### src/rtl/wg_pkg.sv
// Shared types for the line wiggle gate.
package wg_pkg;
    // Phases of one channel test; order is the drive/release order.
    typedef enum logic [2:0] {
        PH_IDLE    = 3'd0,
        PH_CLK_LO  = 3'd1,
        PH_BOTH_LO = 3'd2,
        PH_CLK_REL = 3'd3,
        PH_DAT_REL = 3'd4
    } phase_t;
endpackage

### src/rtl/wg_select_track.sv
// Select/arm/connect bookkeeping.
// Holds the select register, channels waiting for a stop, channels armed
// for test, and the connect mask. Assumes at most one pass result per cycle.
module wg_select_track #(
    parameter int NCH = 8,
    localparam int IW = (NCH > 1) ? $clog2(NCH) : 1
) (
    input  logic           clk,
    input  logic           rst_n,
    input  logic           test_en,
    input  logic           sel_wr,
    input  logic [NCH-1:0] sel_wdata,
    input  logic           stop_seen,
    input  logic           take_valid,
    input  logic [IW-1:0]  take_idx,
    input  logic           pass_valid,
    input  logic [IW-1:0]  pass_idx,
    output logic [NCH-1:0] sel_live,
    output logic [NCH-1:0] queue,
    output logic [NCH-1:0] conn
);
    logic [NCH-1:0] sel_q, pend_q, new_bits, take_mask, pass_mask;

    // Select value as it will be after this cycle.
    always_comb begin
        sel_live  = sel_wr ? sel_wdata : sel_q;
        new_bits  = sel_wr ? (sel_wdata & ~sel_q) : '0;
        take_mask = take_valid ? (NCH'(1) << take_idx) : '0;
        pass_mask = pass_valid ? (NCH'(1) << pass_idx) : '0;
    end

    // Register update for select, pending, armed and connected sets.
    always_ff @(posedge clk) begin
        if (!rst_n) begin
            sel_q  <= '0;
            pend_q <= '0;
            queue  <= '0;
            conn   <= '0;
        end else if (!test_en) begin
            sel_q  <= sel_live;
            pend_q <= '0;
            queue  <= '0;
            conn   <= sel_live;
        end else begin
            sel_q  <= sel_live;
            pend_q <= stop_seen ? '0 : ((pend_q | new_bits) & sel_live);
            queue  <= ((queue & ~take_mask) |
                       (stop_seen ? (pend_q | new_bits) : '0)) & sel_live;
            conn   <= (conn | pass_mask) & sel_live;
        end
    end

    // with testing on, a channel only joins through a pass result
    p_join_by_pass_r2: assert property (@(posedge clk) disable iff (!rst_n)
        (test_en && $past(test_en) && $past(rst_n)) |->
            ((conn & ~$past(conn) & ~$past(pass_mask)) == '0));

    // a cleared select bit drops the connection next cycle
    p_deselect_drop_r10: assert property (@(posedge clk) disable iff (!rst_n)
        sel_wr |=> ((conn & ~$past(sel_wdata)) == '0));
endmodule

### src/rtl/wg_sequencer.sv
// Per-channel wiggle test sequencer.
// Picks the lowest armed channel, runs four SETTLE-cycle phases, samples the
// sense lines at the end of the both-low phase and reports pass or fail.
// Assumes sense inputs are already synchronised.
module wg_sequencer
    import wg_pkg::*;
#(
    parameter int NCH    = 8,
    parameter int SETTLE = 4,
    localparam int IW = (NCH > 1) ? $clog2(NCH) : 1,
    localparam int CW = (SETTLE > 1) ? $clog2(SETTLE) : 1
) (
    input  logic           clk,
    input  logic           rst_n,
    input  logic           test_en,
    input  logic [NCH-1:0] queue,
    input  logic [NCH-1:0] sel_live,
    input  logic [NCH-1:0] scl_sense,
    input  logic [NCH-1:0] sda_sense,
    output logic           take_valid,
    output logic [IW-1:0]  take_idx,
    output logic           done_valid,
    output logic           done_pass,
    output logic [IW-1:0]  done_idx,
    output logic [NCH-1:0] scl_pull,
    output logic [NCH-1:0] sda_pull
);
    phase_t         phase;
    logic [CW-1:0]  cnt;
    logic [IW-1:0]  cur;
    logic           pass_q;
    logic           live, last;

    // Lowest armed channel index.
    always_comb begin
        take_idx = '0;
        for (int i = NCH - 1; i >= 0; i--) begin
            if (queue[i]) take_idx = IW'(i);
        end
    end

    // Phase-step and completion decode.
    always_comb begin
        live       = test_en && sel_live[cur];
        last       = (cnt == CW'(SETTLE - 1));
        take_valid = (phase == PH_IDLE) && test_en && (|queue);
        done_valid = (phase == PH_DAT_REL) && last && live;
        done_pass  = pass_q;
        done_idx   = cur;
    end

    // Line pull decode for the channel under test.
    for (genvar g = 0; g < NCH; g++) begin : g_pull
        assign scl_pull[g] = (cur == IW'(g)) &&
                             ((phase == PH_CLK_LO) || (phase == PH_BOTH_LO));
        assign sda_pull[g] = (cur == IW'(g)) &&
                             ((phase == PH_BOTH_LO) || (phase == PH_CLK_REL));
    end

    // Phase machine with settle counter and sample register.
    always_ff @(posedge clk) begin
        if (!rst_n) begin
            phase  <= PH_IDLE;
            cnt    <= '0;
            cur    <= '0;
            pass_q <= 1'b0;
        end else if (phase == PH_IDLE) begin
            cnt <= '0;
            if (take_valid) begin
                cur   <= take_idx;
                phase <= PH_CLK_LO;
            end
        end else if (!live) begin
            phase <= PH_IDLE;
            cnt   <= '0;
        end else if (!last) begin
            cnt <= cnt + 1'b1;
        end else begin
            cnt <= '0;
            case (phase)
                PH_CLK_LO:  phase <= PH_BOTH_LO;
                PH_BOTH_LO: begin
                    phase  <= PH_CLK_REL;
                    pass_q <= !scl_sense[cur] && !sda_sense[cur];
                end
                PH_CLK_REL: phase <= PH_DAT_REL;
                default:    phase <= PH_IDLE;
            endcase
        end
    end

    // clock released before data at the end of the both-low phase
    p_release_order_r3: assert property (@(posedge clk) disable iff (!rst_n)
        (phase == PH_BOTH_LO && last && live) |=>
            (scl_pull == '0 && sda_pull != '0));

    // abandoned test leaves no pull on the next cycle
    p_abandon_quiet_r9: assert property (@(posedge clk) disable iff (!rst_n)
        (phase != PH_IDLE && !live) |=> ((scl_pull | sda_pull) == '0));
endmodule

### src/rtl/wg_fault_log.sv
// Fault register and interrupt request.
// Sets a bit per failed channel, clears on read or test disable; a fault
// recorded in the same cycle as a read is kept.
module wg_fault_log #(
    parameter int NCH = 8,
    localparam int IW = (NCH > 1) ? $clog2(NCH) : 1
) (
    input  logic           clk,
    input  logic           rst_n,
    input  logic           test_en,
    input  logic           irq_en,
    input  logic           rec_valid,
    input  logic [IW-1:0]  rec_idx,
    input  logic           rd,
    output logic [NCH-1:0] fault,
    output logic           irq
);
    logic [NCH-1:0] fault_n;

    // Next fault value: read clears old bits, new record survives.
    always_comb begin
        fault_n = (rd ? '0 : fault) | (rec_valid ? (NCH'(1) << rec_idx) : '0);
        if (!test_en) fault_n = '0;
    end

    // Fault and interrupt registers.
    always_ff @(posedge clk) begin
        if (!rst_n) begin
            fault <= '0;
            irq   <= 1'b0;
        end else begin
            fault <= fault_n;
            irq   <= irq_en && test_en && (|fault_n);
        end
    end

    // a read without a new record empties the register
    p_read_clears_r7: assert property (@(posedge clk) disable iff (!rst_n)
        (rd && !rec_valid) |=> (fault == '0));

    // disabling the test empties the register
    p_disable_clears_r8: assert property (@(posedge clk) disable iff (!rst_n)
        !test_en |=> (fault == '0));

    // a recorded failure is visible next cycle
    p_record_seen_r5: assert property (@(posedge clk) disable iff (!rst_n)
        (rec_valid && test_en) |=> (fault != '0));

    // request only follows an enabled cycle
    p_irq_gated_r6: assert property (@(posedge clk) disable iff (!rst_n)
        irq |-> ($past(irq_en) && $past(test_en)));
endmodule

### src/rtl/line_wiggle_gate.sv
// Top of the pre-connection line wiggle gate.
// Gates downstream channel connection on a pull-low-and-verify test run
// after a stop condition. Assumes strobes are single-cycle and sense
// inputs are synchronised to clk.
module line_wiggle_gate #(
    parameter int NCH    = 8,
    parameter int SETTLE = 4,
    localparam int IW = (NCH > 1) ? $clog2(NCH) : 1
) (
    input  logic           clk,
    input  logic           rst_n,
    input  logic           cfg_test_en,
    input  logic           cfg_irq_en,
    input  logic           sel_wr,
    input  logic [NCH-1:0] sel_wdata,
    input  logic           stop_seen,
    input  logic           fault_rd,
    input  logic [NCH-1:0] scl_sense,
    input  logic [NCH-1:0] sda_sense,
    output logic [NCH-1:0] scl_pull,
    output logic [NCH-1:0] sda_pull,
    output logic [NCH-1:0] conn_mask,
    output logic [NCH-1:0] fault_reg,
    output logic           irq_req
);
    logic [NCH-1:0] sel_live, queue;
    logic           take_valid, done_valid, done_pass;
    logic [IW-1:0]  take_idx, done_idx;

    wg_select_track #(.NCH(NCH)) u_track (
        .clk        (clk),
        .rst_n      (rst_n),
        .test_en    (cfg_test_en),
        .sel_wr     (sel_wr),
        .sel_wdata  (sel_wdata),
        .stop_seen  (stop_seen),
        .take_valid (take_valid),
        .take_idx   (take_idx),
        .pass_valid (done_valid && done_pass),
        .pass_idx   (done_idx),
        .sel_live   (sel_live),
        .queue      (queue),
        .conn       (conn_mask)
    );

    wg_sequencer #(.NCH(NCH), .SETTLE(SETTLE)) u_seq (
        .clk        (clk),
        .rst_n      (rst_n),
        .test_en    (cfg_test_en),
        .queue      (queue),
        .sel_live   (sel_live),
        .scl_sense  (scl_sense),
        .sda_sense  (sda_sense),
        .take_valid (take_valid),
        .take_idx   (take_idx),
        .done_valid (done_valid),
        .done_pass  (done_pass),
        .done_idx   (done_idx),
        .scl_pull   (scl_pull),
        .sda_pull   (sda_pull)
    );

    wg_fault_log #(.NCH(NCH)) u_fault (
        .clk       (clk),
        .rst_n     (rst_n),
        .test_en   (cfg_test_en),
        .irq_en    (cfg_irq_en),
        .rec_valid (done_valid && !done_pass),
        .rec_idx   (done_idx),
        .rd        (fault_rd),
        .fault     (fault_reg),
        .irq       (irq_req)
    );

    // never more than one channel pulled
    p_single_channel_r4: assert property (@(posedge clk) disable iff (!rst_n)
        $onehot0(scl_pull | sda_pull));
endmodule

### config.mk
export PLATFORM = sky130hd
export DESIGN_NAME = line_wiggle_gate
export DESIGN_NICKNAME = d
export VERILOG_FILES = /design/src/rtl/wg_pkg.sv /design/src/rtl/wg_select_track.sv /design/src/rtl/wg_sequencer.sv /design/src/rtl/wg_fault_log.sv /design/src/rtl/line_wiggle_gate.sv
export SDC_FILE = /design/constraint.sdc
export NUM_CORES = 1
export LEC_CHECK = 0
export ABC_AREA = 1
export BUFFER_PORTS_ARGS = -buffer_cell sky130_fd_sc_hd__buf_2
export CAP_MARGIN = 30
export CELL_PAD_IN_SITES_DETAIL_PLACEMENT = 0
export CELL_PAD_IN_SITES_GLOBAL_PLACEMENT = 1
export CORE_MARGIN = 3
export CORE_UTILIZATION = 30
export CTS_BUF_LIST = sky130_fd_sc_hd__clkbuf_16
export DETAILED_ROUTE_END_ITERATION = 10
export GPL_TIMING_DRIVEN = 1
export PLACE_DENSITY_LB_ADDON = 0.1
export SYNTH_ARGS = -nofsm -noshare
export SYNTH_HDL_FRONTEND = slang
export SYNTH_SLANG_ARGS = --single-unit
### constraint.sdc
create_clock -name clk -period 1.5 [get_ports clk]
set_input_delay 0.225 -clock clk [delete_from_list [all_inputs] [get_ports clk]]
set_output_delay 0.225 -clock clk [all_outputs]
set_load 0.01 [all_outputs]
==> summary.txt <==
Outcome
  – Outcome: finished, violations left
  – Failing checks: negative setup slack

Power
  – Clock Power Share: 0.321
  – Maximum VDD drop: 0.3976 mV
  – Cell-internal power: 2.410 mW
  – Logic pwr share: 0.273
  – Part of the power in registers: 0.406
  – PwrDens: 891.0 nW/µm²
  – Switching share of power: 0.3074
  – Final Power: 3.480 mW
  – NetSw: 1.070 mW
  – Pleak: 1.781 nW

Timing
  – Max Freq: 596.4 MHz
  – Final Cycle Share: 1.118
  – Fin. Hold Viols: 0
  – Relative max-transition margin: 0.7563
  – Clk_skew: 0.005382 ns
  – Final setup viols: 41
  – Worst slew pin tran: 0.3639 ns
  – Hold WS: 0.1815 ns
  – RSZ-0062 raised after global routing: yes
  – Final Critical Period: 1.677 ns
  – Final Max Tran Viols: 0
  – TNS Setup: -3.223 ns
  – Final WS setup: -0.1767 ns

CTS
  – Num CTS Buffers: 5
  – Worst skew pair latency: 0.29 ns
  – Clock buffer depth: 2
  – Hold Buf Count CTS: 0
  – CTS Root Cell: clkbuf_16
  – Clock slew seen by the registers of the worst setup and hold paths: 0.07 ns
  – CTS sink count: 50
  – CTS tree: built
  – H-tree levels: 2

Finish
  – Layout Area Growth over Synthesis: 60.10%
  – Multi-input logic area: 1505 µm²
  – Final Instance Area: 3906 µm²
  – Layout cells sized above 1: 0.5030
  – Final net count: 530
  – # fillers: 813
  – Register area: 1018 µm²
  – Diodes inserted: 0
  – Util after Layout: 0.5003
  – Final std cells w/o fill: 601

Worst hold path
  – Worst hold path class: in -> reg

Routing
  – Via/cell ratio: 4.504
  – WL final: 7899 µm
  – Residual DRC: 0
  – Via Count: 2707
  – Drt first-iter violations: 85
  – DRT Pass-1 Iters: 4
  – Number of nets with antenna violations after routing: 0
  – Avg WL per Cell: 13.14 µm

Critical path
  – Critical-path cell list: inv_4 > nor2_4 > buf_6 > nand2_2 > nand2_2 > o21bai_4 > nor2_4 > buf_6 > nand4_1 > nand2_1 > nor2_1 > nand2_1 > nor2_1 > nor2_1
  – Delay-heaviest family, CP: simple AND/OR/NAND/NOR gates
  – Crit path capture type: flip-flop
  – Slowest-stage cell, CP: dfxtp_4
  – CP max FO: 8
  – Crit path buffers/inverters: 3
  – Crit path DAT: 1.91 ns
  – Most used cell, CP: nor2_1
  – CP required: 1.73 ns
  – Crit Path Class: reg -> reg
  – Reg2reg setup slack: -0.18 ns
  – CP max stage delay: 0.39 ns
  – Worst Setup Start Kind: flip-flop

Yosys
  – Dominant cell type by area after synthesis: dfxtp_1
  – YS warnings: 0
  – Largest cells by area after synthesis: dfxtp_1, nor2_1, nand2_1, inv_1, a21oi_1
  – Syn Area/Cell: 6.796 µm²
  – Yosys top cell area share: 0.4103
  – Asr flop ratio synth: 0
  – Dominant synthesized flop cell: dfxtp_1
  – Synth Cell Area: 2440 µm²
  – Synth unique cells: 33
  – Post-Syn Nets: 391
  – Seq cells post-synth: 50
  – Post-Synthesis Cells: 359
  – Register area share after synthesis: 0.4103
  – Post-synth EDFFs: 0

GRT
  – Global-route wire length before repair: 12210 µm
  – Grt total ovfl: 0
  – Vias in the first global route: 2546
  – Largest net degree at the start of global routing: 17
  – Initial antenna violation count: 0
  – GRT Total Usage: 0.1742

Floorplan
  – Core area: 7807 µm²
  – Die height: 96.18 µm
  – DIE WIDTH: 96.18 µm
  – IO Count: 64
  – Std-Cell Rows: 32
  – Starting Density: 0.3125
  – Die ar.: 9251 µm²

Placement
  – DP Wirelength: 6117 µm
  – Dpl ws: -0.3600 ns
  – IO buf count: 63
  – GPL Wtd Cong: 0.8503
  – Post-DP Area: 3267 µm²
  – Cells after DPL: 574

Flow run
  – Max_cap viols: 0
==> tightest hold or removal path: cells and delay by family <==
family | cells | cell delay [ns]
buffers and inverters | 1 | 0.08
AND/OR/NAND/NOR | 2 | 0.13
==> cell type report <==
cell class | instances | area share
Timing Repair Buffer | 136 | 0.2316
Inverter | 53 | 0.05349
Tap cell | 102 | 0.03267
Clock inverter | 3 | 0.004164
Multi-Input combinational cell | 252 | 0.3853
Clock buffer | 5 | 0.03203
Sequential cell | 50 | 0.2607
==> worst paths after layout <==
path                  end               from  cells after the start
max           u_fault.irq  u_seq.done_idx[0]                     14
min           u_fault.irq         cfg_irq_en                      3
max reg2reg   u_fault.irq  u_seq.done_idx[0]                     14
min reg2reg  u_seq.cnt[0]       u_seq.cnt[0]                      1
==> metal layers <==
layer / wire [µm] / GRT usage / vias to the layer above
li1: - / - / 1431
met1: 3821 / 0.2435 / 1220
met2: 3701 / 0.2749 / 49
met3: 277 / 0.02424 / 7
met4: 99 / 0.05569 / 0
met5: 0 / 0 / -
==> Yosys cell counts, types with 2 or more instances <==
cell      number
o21ai_2        2
a21oi_1       19
nand4_1       10
dfxtp_1       50
nor3_1        18
a31oi_1        5
inv_1         48
nand3_1        7
nor2_1        78
clkinv_1       4
o21ai_0       16
o21ai_1        6
buf_6          2
nand2_2        2
a21boi_1       7
nor2_2         3
nand2_1       66
==> cells in the final DEF (no fill, tap or decap), drive strengths merged <==
master,instances
buf,136
nor2,82
nand2,68
dfxtp,50
inv,49
o21ai,24
nor3,19
a21oi,19
nand4,10
a21boi,8
nand3,8
clkinv,6
a31oi,5
clkbuf,5
a211oi,2
o21bai,1
or2,1
o22ai,1
nand3b,1
and2,1
a41o,1
ha,1
clkinvlp,1
==> power groups by stage <==
| stage | clock, mW | combinational [mW] | sequential, mW |
|---|---|---|---|
| floorplan | 0 | 0.381 | 1.44 |
| global placement | 0 | 0.756 | 1.43 |
| detailed placement | 0 | 0.751 | 1.43 |
| CTS | 1.15 | 0.867 | 1.41 |
| global route | 1.20 | 1.04 | 1.42 |
| finish | 1.12 | 0.950 | 1.41 |
==> repair_timing <==
action                                  in CTS  in global routing
buffers inserted                            17                  5
pin swaps                                   30                 33
resized for setup                           67                 63
endpoints found under the setup margin      47                 50
==> cells by family after synthesis <==
logic type | share of synthesized area
adder cells (fa/ha/maj) | 0.005127
flip-flops | 0.4103
AO/OA/AOI/OAI | 0.1539
AND/OR/NAND/NOR | 0.3323
buffers and inverters | 0.09845
No activity file was read; power rests on OpenSTA's default activity.
